<file path="src/rtl/sar_adc_pkg.sv">
package sar_adc_pkg;

    // Largest supported number of DAC settle cycles per trial
    localparam int unsigned SETTLE_MAX = 3;

    // Counter wide enough for SETTLE_MAX
    localparam int unsigned SETTLE_CW = $clog2(SETTLE_MAX + 1);

    typedef logic [SETTLE_CW-1:0] settle_cnt_t;

endpackage

</file>
<file path="src/rtl/sar_settle_timer.sv">
module sar_settle_timer
    import sar_adc_pkg::*;
#(
    parameter int unsigned SETTLE = 1
) (
    input  logic clk,
    input  logic rst_n,
    input  logic load_i,
    output logic ready_o
);

    generate
        if (SETTLE == 0) begin : g_no_wait
            logic unused_timer;
            assign unused_timer = ^{clk, rst_n, load_i};
            assign ready_o = 1'b1;
        end else begin : g_wait
            settle_cnt_t cnt_d, cnt_q;

            always_comb begin
                cnt_d = cnt_q;
                if (load_i) begin
                    cnt_d = settle_cnt_t'(SETTLE);
                end else if (cnt_q != '0) begin
                    cnt_d = cnt_q - 1'b1;
                end
            end

            always_ff @(posedge clk or negedge rst_n) begin
                if (!rst_n) begin
                    cnt_q <= '0;
                end else begin
                    cnt_q <= cnt_d;
                end
            end

            assign ready_o = (cnt_q == '0);
        end
    endgenerate

endmodule

</file>
<file path="src/rtl/sar_bit_slice.sv">
module sar_bit_slice (
    input  logic cur_i,     // present value of this bit
    input  logic trial_i,   // this bit is the one under test
    input  logic next_i,    // this bit becomes the next trial bit
    input  logic decide_i,  // a decision is taken this cycle
    input  logic cmp_i,     // analog at or above DAC word
    output logic nxt_o
);

    always_comb begin
        nxt_o = cur_i;
        if (decide_i) begin
            if (trial_i) begin
                nxt_o = cmp_i;
            end else if (next_i) begin
                nxt_o = 1'b1;
            end
        end
    end

endmodule

</file>
<file path="src/rtl/sar_adc_ctrl.sv">
module sar_adc_ctrl
    import sar_adc_pkg::*;
#(
    parameter int unsigned WIDTH  = 10,
    parameter int unsigned SETTLE = 1
) (
    input  logic             clk,
    input  logic             rst_n,
    input  logic             start_i,
    input  logic             cmp_i,
    output logic [WIDTH-1:0] dac_o,
    output logic [WIDTH-1:0] result_o,
    output logic             valid_o,
    output logic             hold_o
);

    localparam logic [WIDTH-1:0] TOP_BIT = {1'b1, {(WIDTH-1){1'b0}}};

    typedef struct packed {
        logic [WIDTH-1:0] trial;   // word driven to the DAC
        logic [WIDTH-1:0] ptr;     // one-hot bit under test
        logic [WIDTH-1:0] result;  // last finished code
        logic             busy;
        logic             valid;
    } sar_state_t;

    sar_state_t st_d, st_q;

    logic             load_timer;
    logic             timer_ready;
    logic             decide;
    logic [WIDTH-1:0] slice_nxt;

    assign decide = st_q.busy & timer_ready;

    sar_settle_timer #(
        .SETTLE (SETTLE)
    ) i_timer (
        .clk     (clk),
        .rst_n   (rst_n),
        .load_i  (load_timer),
        .ready_o (timer_ready)
    );

    for (genvar b = 0; b < WIDTH; b++) begin : g_slice
        logic next_here;
        if (b == WIDTH - 1) begin : g_top
            assign next_here = 1'b0;
        end else begin : g_low
            assign next_here = st_q.ptr[b+1];
        end

        sar_bit_slice i_slice (
            .cur_i    (st_q.trial[b]),
            .trial_i  (st_q.ptr[b]),
            .next_i   (next_here),
            .decide_i (decide),
            .cmp_i    (cmp_i),
            .nxt_o    (slice_nxt[b])
        );
    end

    always_comb begin
        st_d       = st_q;
        load_timer = 1'b0;
        if (!st_q.busy) begin
            if (start_i) begin
                st_d.trial = TOP_BIT;
                st_d.ptr   = TOP_BIT;
                st_d.busy  = 1'b1;
                st_d.valid = 1'b0;
                load_timer = 1'b1;
            end
        end else if (decide) begin
            st_d.trial = slice_nxt;
            if (st_q.ptr[0]) begin
                st_d.ptr    = '0;
                st_d.busy   = 1'b0;
                st_d.valid  = 1'b1;
                st_d.result = slice_nxt;
            end else begin
                st_d.ptr   = st_q.ptr >> 1;
                load_timer = 1'b1;
            end
        end
    end

    always_ff @(posedge clk or negedge rst_n) begin
        if (!rst_n) begin
            st_q <= '0;
        end else begin
            st_q <= st_d;
        end
    end

    assign dac_o    = st_q.trial;
    assign result_o = st_q.result;
    assign valid_o  = st_q.valid;
    assign hold_o   = st_q.busy;

endmodule

</file>
<file path="config.mk">
export PLATFORM = sky130hd
export DESIGN_NAME = sar_adc_ctrl
export DESIGN_NICKNAME = d
export VERILOG_FILES = /design/src/rtl/sar_adc_pkg.sv /design/src/rtl/sar_settle_timer.sv /design/src/rtl/sar_bit_slice.sv /design/src/rtl/sar_adc_ctrl.sv
export SDC_FILE = /design/constraint.sdc
export NUM_CORES = 1
export LEC_CHECK = 0
export ABC_AREA = 1
export BUFFER_PORTS_ARGS = -buffer_cell sky130_fd_sc_hd__buf_4
export CAP_MARGIN = 10
export CORE_ASPECT_RATIO = 0.9
export CORE_MARGIN = 2
export CORE_UTILIZATION = 50
export CTS_BUF_LIST = sky130_fd_sc_hd__clkbuf_16
export DETAILED_ROUTE_END_ITERATION = 7
export PLACE_DENSITY = 0.72
export SLEW_MARGIN = 20
export SYNTH_ARGS = -nofsm -noshare
export SYNTH_HDL_FRONTEND = slang
export SYNTH_HIERARCHICAL = 1
export SYNTH_SLANG_ARGS = --single-unit
</file>
<file path="constraint.sdc">
create_clock -name clk -period 1.8 [get_ports clk]
set_clock_uncertainty 0.2 [all_clocks]
set_input_delay 0.27 -clock clk [delete_from_list [all_inputs] [get_ports clk]]
set_output_delay 0.27 -clock clk [all_outputs]
set_load 0.05 [all_outputs]
</file>
After elaboration in Yosys (flattened, before gate mapping)
Cells that the tools add are included.
{"block": "word_totals", "in_bits": 4, "regBits": 34, "wordCells": 49, "out_inout_bits": 22}
{"block": "op_classes", "n_bitwise": 1, "mux": 32, "n_eq_ne": 2, "n_reduce_logical": 7, "n_addsub": 1}
{"op": "2-to-1 mux 20 bit", "count": 2}
{"op": "2-to-1 mux 32 bit", "count": 1}
{"op": "2-to-1 mux 1 bit", "count": 23}
{"op": "2-to-1 mux 12 bit", "count": 1}
{"op": "2-to-1 mux 9 bit", "count": 1}
{"op": "2-to-1 mux 2 bit", "count": 4}
{"op": "AND reduction 3 bit", "count": 2}
{"op": "nonzero test 2 bit", "count": 3}
{"op": "inequality test 2 x 1 -> 1 bit (second input constant)", "count": 2}
{"op": "logical NOT 2 bit", "count": 1}
{"op": "AND reduction 2 bit", "count": 1}
{"op": "subtractor 2 x 1 -> 2 bit (second input constant)", "count": 1}
{"op": "bitwise AND 1 bit", "count": 1}

Logic depth before layout (Yosys ltp)
Gate-level depths: netlist of the first run.
{"block": "logic_depth", "ltp_word": 5, "mapped_depth": 10, "ltp_nobuf": 9}

By module
The synthesis of the first run kept the hierarchy.
{"module": "sar_adc_ctrl", "area_each_um2": 1467.7, "instances": 1, "seq_area_each_um2": 800.8, "cells_each": 164}
{"module": "sar_bit_slice", "area_each_um2": 32.5, "instances": 10, "seq_area_each_um2": 0.0, "cells_each": 7}
{"module": "sar_settle_timer", "area_each_um2": 107.6, "instances": 1, "seq_area_each_um2": 50.0, "cells_each": 14}

Least setup slack after synthesis of the first run
No wires, ideal clock.
{"block": "synth_path", "path_type": "register to register", "start": "register st_q, in the netlist hold_o", "end": "register st_q, in the netlist dac_o[9]", "stages_incl_launch_ff": 9, "setup_time_ns": 0.126, "arrival_ns": 1.515, "t_required_ns": 1.474, "path_slack_ns": -0.041, "period_less_slack_ns": 1.841, "n_path_buf": 1, "cell_sequence": "dfrtp_1 -> nand2_1 -> inv_2 -> buf_4 -> nand2_1 -> nor2_1 -> a21oi_2 -> nand3_1 -> nand3_1"}
{"block": "synth_via", "elab_chain_len": 3, "word_cells_on_any_way": 5, "classes_between": "1 x eq/ne; 1 x mux; 1 x bitwise; 2 x reduce/logical"}
{"item": "from (decl)", "line_no": "sar_adc_ctrl.sv:27", "rtl": "sar_state_t st_d, st_q;"}
{"item": "from (signal assigned)", "line_no": "sar_adc_ctrl.sv:92", "rtl": "st_q <= st_d;"}
{"item": "bitwise AND 1 bit", "line_no": "sar_adc_ctrl.sv:34", "rtl": "assign decide = st_q.busy & timer_ready;"}
{"item": "named net decide", "line_no": "sar_adc_ctrl.sv:31", "rtl": "logic decide;"}
{"item": "inequality test 2 x 1 -> 1 bit (no source line)"}
{"item": "AND reduction 2 bit (no source line)"}
The timed path passes the listed nets, and every way through them passes these cells.
A chain may end at the register's enable or synchronous reset.

Worst setup path in the final report of the first run
{"block": "layout_path", "start": "register i_timer.g_wait.cnt_q[0]", "end": "register st_q, in the netlist result_o[3]"}
{"block": "layout_via", "elab_chain_len": 3}
{"item": "from (decl)", "line_no": "sar_settle_timer.sv:18", "rtl": "settle_cnt_t cnt_d, cnt_q;"}
{"item": "from (signal assigned)", "line_no": "sar_settle_timer.sv:33", "rtl": "cnt_q <= cnt_d;"}
{"item": "logical NOT 2 bit", "line_no": "sar_settle_timer.sv:37", "rtl": "assign ready_o = (cnt_q == '0);"}
{"item": "named net timer_ready", "line_no": "sar_adc_ctrl.sv:30", "rtl": "logic timer_ready;"}
{"item": "bitwise AND 1 bit", "line_no": "sar_adc_ctrl.sv:34"}
{"item": "AND reduction 3 bit (no source line)"}
The timed path passes the listed nets, and every way through them passes these cells.

==> metrics.txt, run 1 <==
Seq cells post-synth 34; RR Startpoint i_timer/g_wait.cnt_q[0]; gr ovfl total 0; Crit path largest cell delay 0.37 ns; Tcrit/Tclk final 94.2%; full die area 0.00431 mm^2; Antenna Cells 0; P_leak 1.14 nW; clk slew on worst S/H paths 0.05 ns; initial core utilization 51.7%; vias in the first global route 1474; Avg Inst Size Synth 7.66 um^2; Avg WL per Cell 12.7 um; width of the chip 69.0 um; Longest Clk Path Bufs 2; CTS sink count 34; Top Family by Delay on Critical Path flip-flops; DRC Markers 0; post-synthesis sequential area ratio 44.8%; iteration-0 DRC count of the detailed router 112; Top cell by count, worst path nand2_1; H-tree Lvls 2; Pins Over Slew Limit 0; Arrival @ worst endpoint 1.71 ns; Max Clk Rate 0.589 GHz; final wirelength 3.91 mm; critical path, cell by cell inv_1 -> ha_1 -> nand2_1 -> inv_2 -> buf_4 -> o21ai_1 -> a21oi_2 -> nand4_1 -> nand2_1; setup TNS 0 ns; VDD IR max 0.806 mV; cts bufs inserted 5; Area Overhead vs Synth 15.1%; Buf+Inv Stages, Crit Path 3; I/O pin count 26; Final ANT Viol Nets 0; Rows 21; global-route usage over all layers 20.9%; GP Congestion 0.762; drt first pass iters 4; Vias 1565; Critical Path Source i_timer/g_wait.cnt_q[0]; power density cells 2080 mW/mm^2; critical path class reg2reg; Startpoint Class flop; Clk Tree Root Cell clkbuf_16; clock tree from TritonCTS done; largest net degree at the start of global routing 35; worst-skew pair later-pin latency 0.28 ns; RSZ-0062 raised after global routing no; Core Area 0.00368 mm^2; DP HPWL 2.53 mm; Worst EP required 1.82 ns; hold wc startpoint start_i; Setup WS pre-CTS 0.127 ns; initial antenna violation count 0; Syn Nets 253; max-cap violations 0; Post-CTS Setup Bufs 0; final worst path period need 1.70 ns; final-report setup violation count 0; Hold Crit Class in2reg; post-synth cell types 16; Setup WS post-layout 0.104 ns; global-route wire length before repair 6.74 mm; final-report hold violation count 0; Critical Path Sink Type flop; Fillers 358; cell count after synthesis 248; Ys Warns 6; Die Ht 62.5 um; CP max FO 20; Netlist Area Pre-Place 0.00190 mm^2; slowest CP cell dfrtp_1; fin nets 266; layout cells sized above 1 21.1%; outcome finished, final reports clean; vias per inst 5.10; PortBufs 25
placed cells by master (no fill, tap or decap), drive strengths merged:
cell type	count
nand2	67
inv	38
buf	36
dfrtp	34
nand3	24
nand4	19
o21ai	11
a21oi	11
nor2	10
clkbuf	5
clkinv	2
bufinv	1
conb	1
dlygate4sd3	1
ha	1
path summary, 6_finish.rpt:
kind	endpoint	cells past startpoint	slack (ns)
setup reg to reg	result_o[3]	9	0.10
min in group asynchronous	i_timer/g_wait.cnt_q[1]	2	0.28
hold reg to reg	result_o[9]	2	0.28
hold / removal	dac_o[6]	4	0.21
max in group asynchronous	hold_o	2	0.78
setup / recovery	result_o[3]	9	0.10
logic make-up after synthesis:
group | share of synthesized area (%)
and+or+nand+nor | 27.8
adders and majority gates | 0.658
AOI/OAI and AO/OA | 7.77
buffers and inverters | 18.8
other | 0.197
DFF | 44.8
stage by stage:
step	power, W	area, um^2	cells	hold slack [ns]	util, %
detailed placement	0.00361	2020	299	0.0466	54.9
floorplan	0.00322	1900	248	-0.226	-
global route	0.00489	2190	307	0.248	59.5
global placement	0.00358	2020	299	0.0469	54.9
CTS	0.00457	2190	307	0.211	59.5
finish	0.00454	2190	307	0.215	59.5
cells in the mapped netlist:
library cell,instances,area (um^2)
nand3_1,24,120
nand4_1,19,119
a21oi_1,1,5.00
nor2_1,10,37.5
buf_2,7,35.0
buf_1,1,3.75
ha_1,1,12.5
inv_1,36,135
a21oi_2,10,87.6
nand2_1,67,251
inv_2,2,7.51
buf_4,23,173
clkinv_1,1,3.75
conb_1,1,3.75
dfrtp_1,34,851
o21ai_1,11,55.1
worst min-delay path: cells and delay by family:
family                 cells  cell delay [ns]
buffers and inverters      1             0.08
and+or+nand+nor            3             0.31
report_power, final:
group / internal, W / switching, W / total, W
registers: 0.00108 / 0.000290 / 0.00137
logic: 0.000704 / 0.00153 / 0.00224
clock network: 0.000639 / 0.000293 / 0.000932
total: 0.00243 / 0.00212 / 0.00454
final cells by class:
type,count,area (um^2),share of cell area [%]
Clock inverter,2,33.8,1.54
Inverter,39,146,6.69
Multi-Input combinational cell,144,692,31.6
Clock buffer,5,125,5.72
Timing Repair Buffer,37,280,12.8
Tap cell,46,57.6,2.63
Sequential cell,34,852,39.0
registers in the layout, indices dropped and copies added (netlist names):
name	cells
valid_o	1
hold_o	1
st_q	1
dac_o	10
g_slice.next_here	9
i_timer/g_wait.cnt_q	2
result_o	10
layer usage:
layer | vias to the layer above | track usage [%] | part of all wire [%]
li1 | 795 | - | -
met1 | 729 | 28.3 | 46
met2 | 39 | 31.3 | 48
met3 | 2 | 7.03 | 5.6
met4 | 0 | 6.86 | 0.43
met5 | - | 0 | 0
repair_timing:
action	CTS	global route
hold buffers	1	0
endpoints found under the hold margin	34	0
gates resized for setup	0	0
(Power assumes the default switching activity.)
==> run 2, diff against run 1 <==
--- a/config.mk
+++ b/config.mk
@@ -6,14 +6,14 @@
 export NUM_CORES = 1
 export LEC_CHECK = 0
 export ABC_AREA = 1
-export BUFFER_PORTS_ARGS = -buffer_cell sky130_fd_sc_hd__buf_4
 export CAP_MARGIN = 10
 export CORE_ASPECT_RATIO = 0.9
 export CORE_MARGIN = 2
 export CORE_UTILIZATION = 50
 export CTS_BUF_LIST = sky130_fd_sc_hd__clkbuf_16
 export DETAILED_ROUTE_END_ITERATION = 7
-export PLACE_DENSITY = 0.72
+export DONT_BUFFER_PORTS = 1
+export PLACE_DENSITY = 0.66
 export SLEW_MARGIN = 20
 export SYNTH_ARGS = -nofsm -noshare
 export SYNTH_HDL_FRONTEND = slang
==> run 2 against run 1 <==
Cell area fell by 5.4%. Clock-buffer cell count stayed put. Wire length is 0.46% lower. Non-clock buffer count down 15. Worst hold slack worse by 0.075 ns. Global-route usage is 0.33 points lower. Worst setup slack gained 0.032 ns. Sequential share of layout area rose by 2.2 points. Power decreased by 7.4%. Register-to-register slack improved by 0.03 ns. Clock power is 15% lower. First-iteration DRC count increased by 56%. Largest power group is now registers.
==> metrics.txt, run 2 (same netlist as run 1, synthesis figures left out) <==
global-route usage over all layers 20.6% (was 20.9%); largest net degree at the start of global routing 35 (unchanged); Vias 1524 (was 1565); clock tree from TritonCTS done (unchanged); Final ANT Viol Nets 0 (unchanged); final worst path period need 1.66 ns (was 1.70 ns); Pins Over Slew Limit 0 (unchanged); power density cells 2030 mW/mm^2 (was 2080 mW/mm^2); initial core utilization 51.7% (unchanged); fin nets 251 (was 266); full die area 0.00431 mm^2 (unchanged); Hold Crit Class in2reg (unchanged); CP max FO 15 (was 20); Setup WS post-layout 0.136 ns (was 0.104 ns); final-report hold violation count 0 (unchanged); setup TNS 0 ns (unchanged); layout cells sized above 1 15.9% (was 21.1%); width of the chip 69.0 um (unchanged); H-tree Lvls 2 (unchanged); Arrival @ worst endpoint 1.68 ns (was 1.71 ns); sw frac 49.7% (was 46.6%); I/O pin count 26 (unchanged); Longest Clk Path Bufs 2 (unchanged); met3 wire len 338 um (was 220 um); Antenna Cells 0 (unchanged); Seq pwr share 42.9% (was 30.2%); Avg WL per Cell 13.3 um (was 12.7 um); Tcrit/Tclk final 92.4% (was 94.2%); DRC Markers 0 (unchanged); iteration-0 DRC count of the detailed router 175 (was 112); commonest non-fill, non-tap cell in the layout nand2_1 (unchanged); vias in the first global route 1412 (was 1474); Clk Tree Root Cell clkbuf_16 (unchanged); RSZ-0062 raised after global routing no (unchanged); Worst EP required 1.82 ns (about the same); Max Clk Rate 0.601 GHz (was 0.589 GHz); max-cap violations 0 (unchanged); P_leak 1.07 nW (was 1.14 nW); PortBufs 0 (was 25); Startpoint Class flop (unchanged); worst-skew pair later-pin latency 0.28 ns (about the same); GP Congestion 0.809 (was 0.762); DP HPWL 2.59 mm (was 2.53 mm); commonest non-fill, non-tap cells in the layout 67 x nand2_1, 37 x inv_1, 33 x dfrtp_1, 24 x nand3_1, 19 x nand4_1 (was 67 x nand2_1, 36 x inv_1, 36 x buf_4, 33 x dfrtp_1, 24 x nand3_1); Core Area 0.00368 mm^2 (unchanged); drt first pass iters 4 (unchanged); P_int 0.00212 W (was 0.00243 W); WL met2 1.63 mm (was 1.87 mm); top layer in use met4 (unchanged); outcome finished, final reports clean (unchanged); Logic pwr share 38.3% (was 49.3%); clk slew on worst S/H paths 0.05 ns (about the same); P_sw 0.00209 W (was 0.00212 W); Setup WS pre-CTS 0.158 ns (was 0.127 ns); CTS sink count 34 (unchanged); Area Overhead vs Synth 8.82% (was 15.1%); DRT met1 WL 1.86 mm (was 1.81 mm); final-report setup violation count 0 (unchanged); initial antenna violation count 0 (unchanged); cts bufs inserted 5 (unchanged); Rows 21 (unchanged); Die Ht 62.5 um (unchanged); global-route wire length before repair 6.54 mm (was 6.74 mm); VDD IR max 0.596 mV (was 0.806 mV); Critical Path Sink Type flop (unchanged); reg2reg setup slack 0.14 ns (was 0.10 ns); gr ovfl total 0 (unchanged); final wirelength 3.89 mm (was 3.91 mm); vias per inst 5.22 (was 5.10); critical path class reg2reg (unchanged); Clock power frac 18.8% (was 20.5%)
==> run 2: layout make-up <==
class	count	area (um^2)
Fill cell	340	1610
Inverter	39	146
Timing Repair Buffer	22	188
Clock buffer	5	125
Sequential cell	34	852
Clock inverter	2	7.51
Multi-Input combinational cell	144	692
Tap cell	46	57.6
==> run 2: timing repair <==
| action | CTS | global route |
|---|---|---|
| hold buffers | 2 | 0 |
| resized for setup | 0 | 2 |
| hold endpoints to repair | 34 | 0 |
| setup endpoints to repair | 0 | 3 |
| setup buffers | 0 | 0 |
==> run 2: critical path, stage by stage (launching register included) <==
cell	delay, ns
dfrtp_1	0.37
inv_1	0.07
ha_1	0.16
nand2_1	0.09
inv_2	0.08
buf_6	0.15
o21ai_1	0.10
a21oi_2	0.20
nand4_1	0.11
nand2_1	0.07
==> run 2: per-layer routing <==
| layer | vias to the layer above | track usage, % |
|---|---|---|
| li1 | 766 | - |
| met4 | 0 | 8.82 |
| met3 | 5 | 7.21 |
| met1 | 699 | 29.2 |
| met2 | 54 | 28.1 |
| met5 | - | 0 |
==> run 2: path summary, 6_finish.rpt <==
kind,startpoint,endpoint,cells after the start
max in group asynchronous,rst_n,hold_o,2
setup / recovery,i_timer/g_wait.cnt_q[0],result_o[3],9
min in group asynchronous,rst_n,result_o[4],2
hold reg to reg,i_timer/g_wait.cnt_q[0],i_timer/g_wait.cnt_q[0],2
hold / removal,start_i,i_timer/g_wait.cnt_q[0],4
setup reg to reg,i_timer/g_wait.cnt_q[0],result_o[3],9
==> run 2: through the flow <==
| stage | instance area, um^2 | total power [W] | utilization, % | hold WS [ns] | std cells |
|---|---|---|---|---|---|
| after CTS | 2060 | 0.00421 | 56.0 | 0.145 | 292 |
| after detailed placement | 1900 | 0.00339 | 51.6 | -0.225 | 283 |
| after floorplan | 1900 | 0.00322 | - | -0.226 | 248 |
| after global placement | 1900 | 0.00336 | 51.6 | -0.225 | 283 |
| final | 2070 | 0.00421 | 56.2 | 0.140 | 292 |
| after global routing | 2070 | 0.00449 | 56.2 | 0.170 | 292 |
==> run 2: power by group through the flow <==
stage | combinational [W] | clock [W] | sequential, W
after floorplan | 0.00189 | 0 | 0.00133
after global placement | 0.00154 | 0 | 0.00181
after detailed placement | 0.00157 | 0 | 0.00182
after CTS | 0.00160 | 0.000806 | 0.00181
after global routing | 0.00180 | 0.000840 | 0.00186
final | 0.00161 | 0.000790 | 0.00181
==> run 3, diff against run 2 <==
--- a/config.mk
+++ b/config.mk
@@ -9,11 +9,11 @@
 export CAP_MARGIN = 10
 export CORE_ASPECT_RATIO = 0.9
 export CORE_MARGIN = 2
-export CORE_UTILIZATION = 50
+export CORE_UTILIZATION = 45
 export CTS_BUF_LIST = sky130_fd_sc_hd__clkbuf_16
 export DETAILED_ROUTE_END_ITERATION = 7
 export DONT_BUFFER_PORTS = 1
-export PLACE_DENSITY = 0.66
+export PLACE_DENSITY = 0.6
 export SLEW_MARGIN = 20
 export SYNTH_ARGS = -nofsm -noshare
 export SYNTH_HDL_FRONTEND = slang
==> run 3 against run 2 <==
Power is 4.5% higher. Non-clock buffer count is 2 lower. Utilization decreased by 4.8 points. Worst setup slack got worse by 0.027 ns. Cell count up 0.34%. Clock power increased by 24%. Die area increased by 10%.
==> metrics.txt, run 3 (same netlist as run 1, synthesis figures left out) <==
global-route usage over all layers 19.7% (was 20.6%); hold wc startpoint start_i (unchanged); Placed Cells 283 (unchanged); Fillers 406 (was 340); Slew headroom 60.6%; RSZ-0062 raised after global routing yes (was no); Die Ht 65.7 um (was 62.5 um); global-route wire length before repair 7.03 mm (was 6.54 mm); commonest non-fill, non-tap cell in the layout nand2_1 (unchanged); cts bufs inserted 5 (unchanged); Vias 1482 (was 1524); final-report hold violation count 0 (unchanged); final wirelength 4.09 mm (was 3.89 mm); drt first pass iters 4 (unchanged); Rows 22 (was 21); H-tree Lvls 2 (unchanged); I/O pin count 26 (unchanged); DP HPWL 2.57 mm (was 2.59 mm); worst-skew pair later-pin latency 0.28 ns (about the same); fin nets 249 (was 251); multi-input logic area 697 um^2 (was 692 um^2); initial core utilization 46.7% (was 51.7%); layout cells sized above 1 17.1% (was 15.9%); Worst EP required 1.77 ns (was 1.82 ns); Clk Tree Root Cell clkbuf_16 (unchanged); vias per inst 5.06 (was 5.22); Core Area 0.00407 mm^2 (was 0.00368 mm^2); DRC Markers 0 (unchanged); Startpoint Class flop (unchanged); final worst path period need 1.69 ns (was 1.66 ns); Hold Crit Class in2reg (unchanged); Post-CTS Setup Bufs 0 (unchanged); Tcrit/Tclk final 93.9% (was 92.4%); Longest Clk Path Bufs 2 (unchanged); Pins Over Slew Limit 0 (unchanged); CTS sink count 34 (unchanged); Max Clk Rate 0.592 GHz (was 0.601 GHz); Power Total 0.00440 W (was 0.00421 W); Area Overhead vs Synth 10.1% (was 8.82%); VDD IR max 1.01 mV (was 0.596 mV); Non-Filler Instances 293 (was 292); iteration-0 DRC count of the detailed router 102 (was 175); full die area 0.00476 mm^2 (was 0.00431 mm^2); Slew @ Worst Pin 0.590 ns; clk slew on worst S/H paths 0.05 ns (about the same); Critical Path Sink Type flop (unchanged); setup TNS 0 ns (unchanged); Arrival @ worst endpoint 1.66 ns (was 1.68 ns); FF/Latch Area 852 um^2 (unchanged); reg2reg setup slack 0.11 ns (was 0.14 ns); gr ovfl total 0 (unchanged); width of the chip 72.5 um (was 69.0 um); Avg WL per Cell 14.0 um (was 13.3 um); vias in the first global route 1450 (was 1412); initial antenna violation count 0 (unchanged); GP Congestion 0.769 (was 0.809); final-report setup violation count 0 (unchanged); Critical Path Source st_q[12] (was i_timer/g_wait.cnt_q[0]); Final ANT Viol Nets 0 (unchanged); power density cells 2100 mW/mm^2 (was 2030 mW/mm^2); critical path class reg2reg (unchanged); largest net degree at the start of global routing 35 (unchanged); Antenna Cells 0 (unchanged); RR Startpoint st_q[12] (was i_timer/g_wait.cnt_q[0]); PortBufs 0 (unchanged); P_leak 1.07 nW (about the same); commonest non-fill, non-tap cells in the layout 67 x nand2_1, 36 x inv_1, 33 x dfrtp_1, 24 x nand3_1, 19 x nand4_1 (was 67 x nand2_1, 37 x inv_1, 33 x dfrtp_1, 24 x nand3_1, 19 x nand4_1); outcome finished, final reports clean (unchanged); CP max FO 16 (was 15); clock tree from TritonCTS done (unchanged); max-cap violations 0 (unchanged)
## run 3: metal layers
layer	global-route usage, %	vias up	wire length (um)
met2	30.4	30	1830
met4	9.72	0	89
met1	25.3	683	1970
li1	-	760	-
met5	0	-	0
met3	5.83	9	195
## run 3: stage by stage
stage	setup slack (ns)	util, %	hold slack (ns)	cell area [um^2]
6_report	0.109	51.4	0.128	2090
5_1_grt	-0.0429	51.4	0.198	2090
4_1_cts	0.111	51.1	0.133	2080
3_5_place_dp	0.122	46.3	-0.225	1890
3_3_place_gp	0.156	46.3	-0.225	1890
2_1_floorplan	0.0752	-	-0.226	1900
## run 3: layout make-up
type                            count  share of cell area [%]
Sequential cell                    34                    40.7
Multi-Input combinational cell    144                    33.3
Timing Repair Buffer               20                    8.25
Inverter                           39                    6.99
Clock buffer                        5                    5.98
Tap cell                           48                    2.87
Clock inverter                      3                    1.91
## run 3: timing repair
item | in CTS | in global routing
hold buffers | 2 | 0
endpoints found under the setup margin | 0 | 14
hold endpoints to repair | 34 | 0
gates resized for setup | 0 | 4
## run 3: where the power goes
group          internal, W  switching [W]  total, W
registers          0.00107       0.000736   0.00181
clock network     0.000647       0.000329  0.000976
logic             0.000535        0.00108   0.00161
total              0.00226        0.00214   0.00440
## run 3: path summary, 6_finish.rpt
| check | endpoint | cells past startpoint |
|---|---|---|
| hold / removal | dac_o[9] | 2 |
| setup / recovery | g_slice[1].next_here | 3 |
| min in group asynchronous | dac_o[2] | 2 |
| setup reg to reg | g_slice[1].next_here | 3 |
| hold reg to reg | i_timer/g_wait.cnt_q[0] | 2 |
| max in group asynchronous | hold_o | 2 |
## run 3: worst max-delay path, stage by stage (launching register included)
cell      delay, ns
dfrtp_1        0.71
clkinv_1       0.43
nand4_1        0.17
nand2_1        0.07
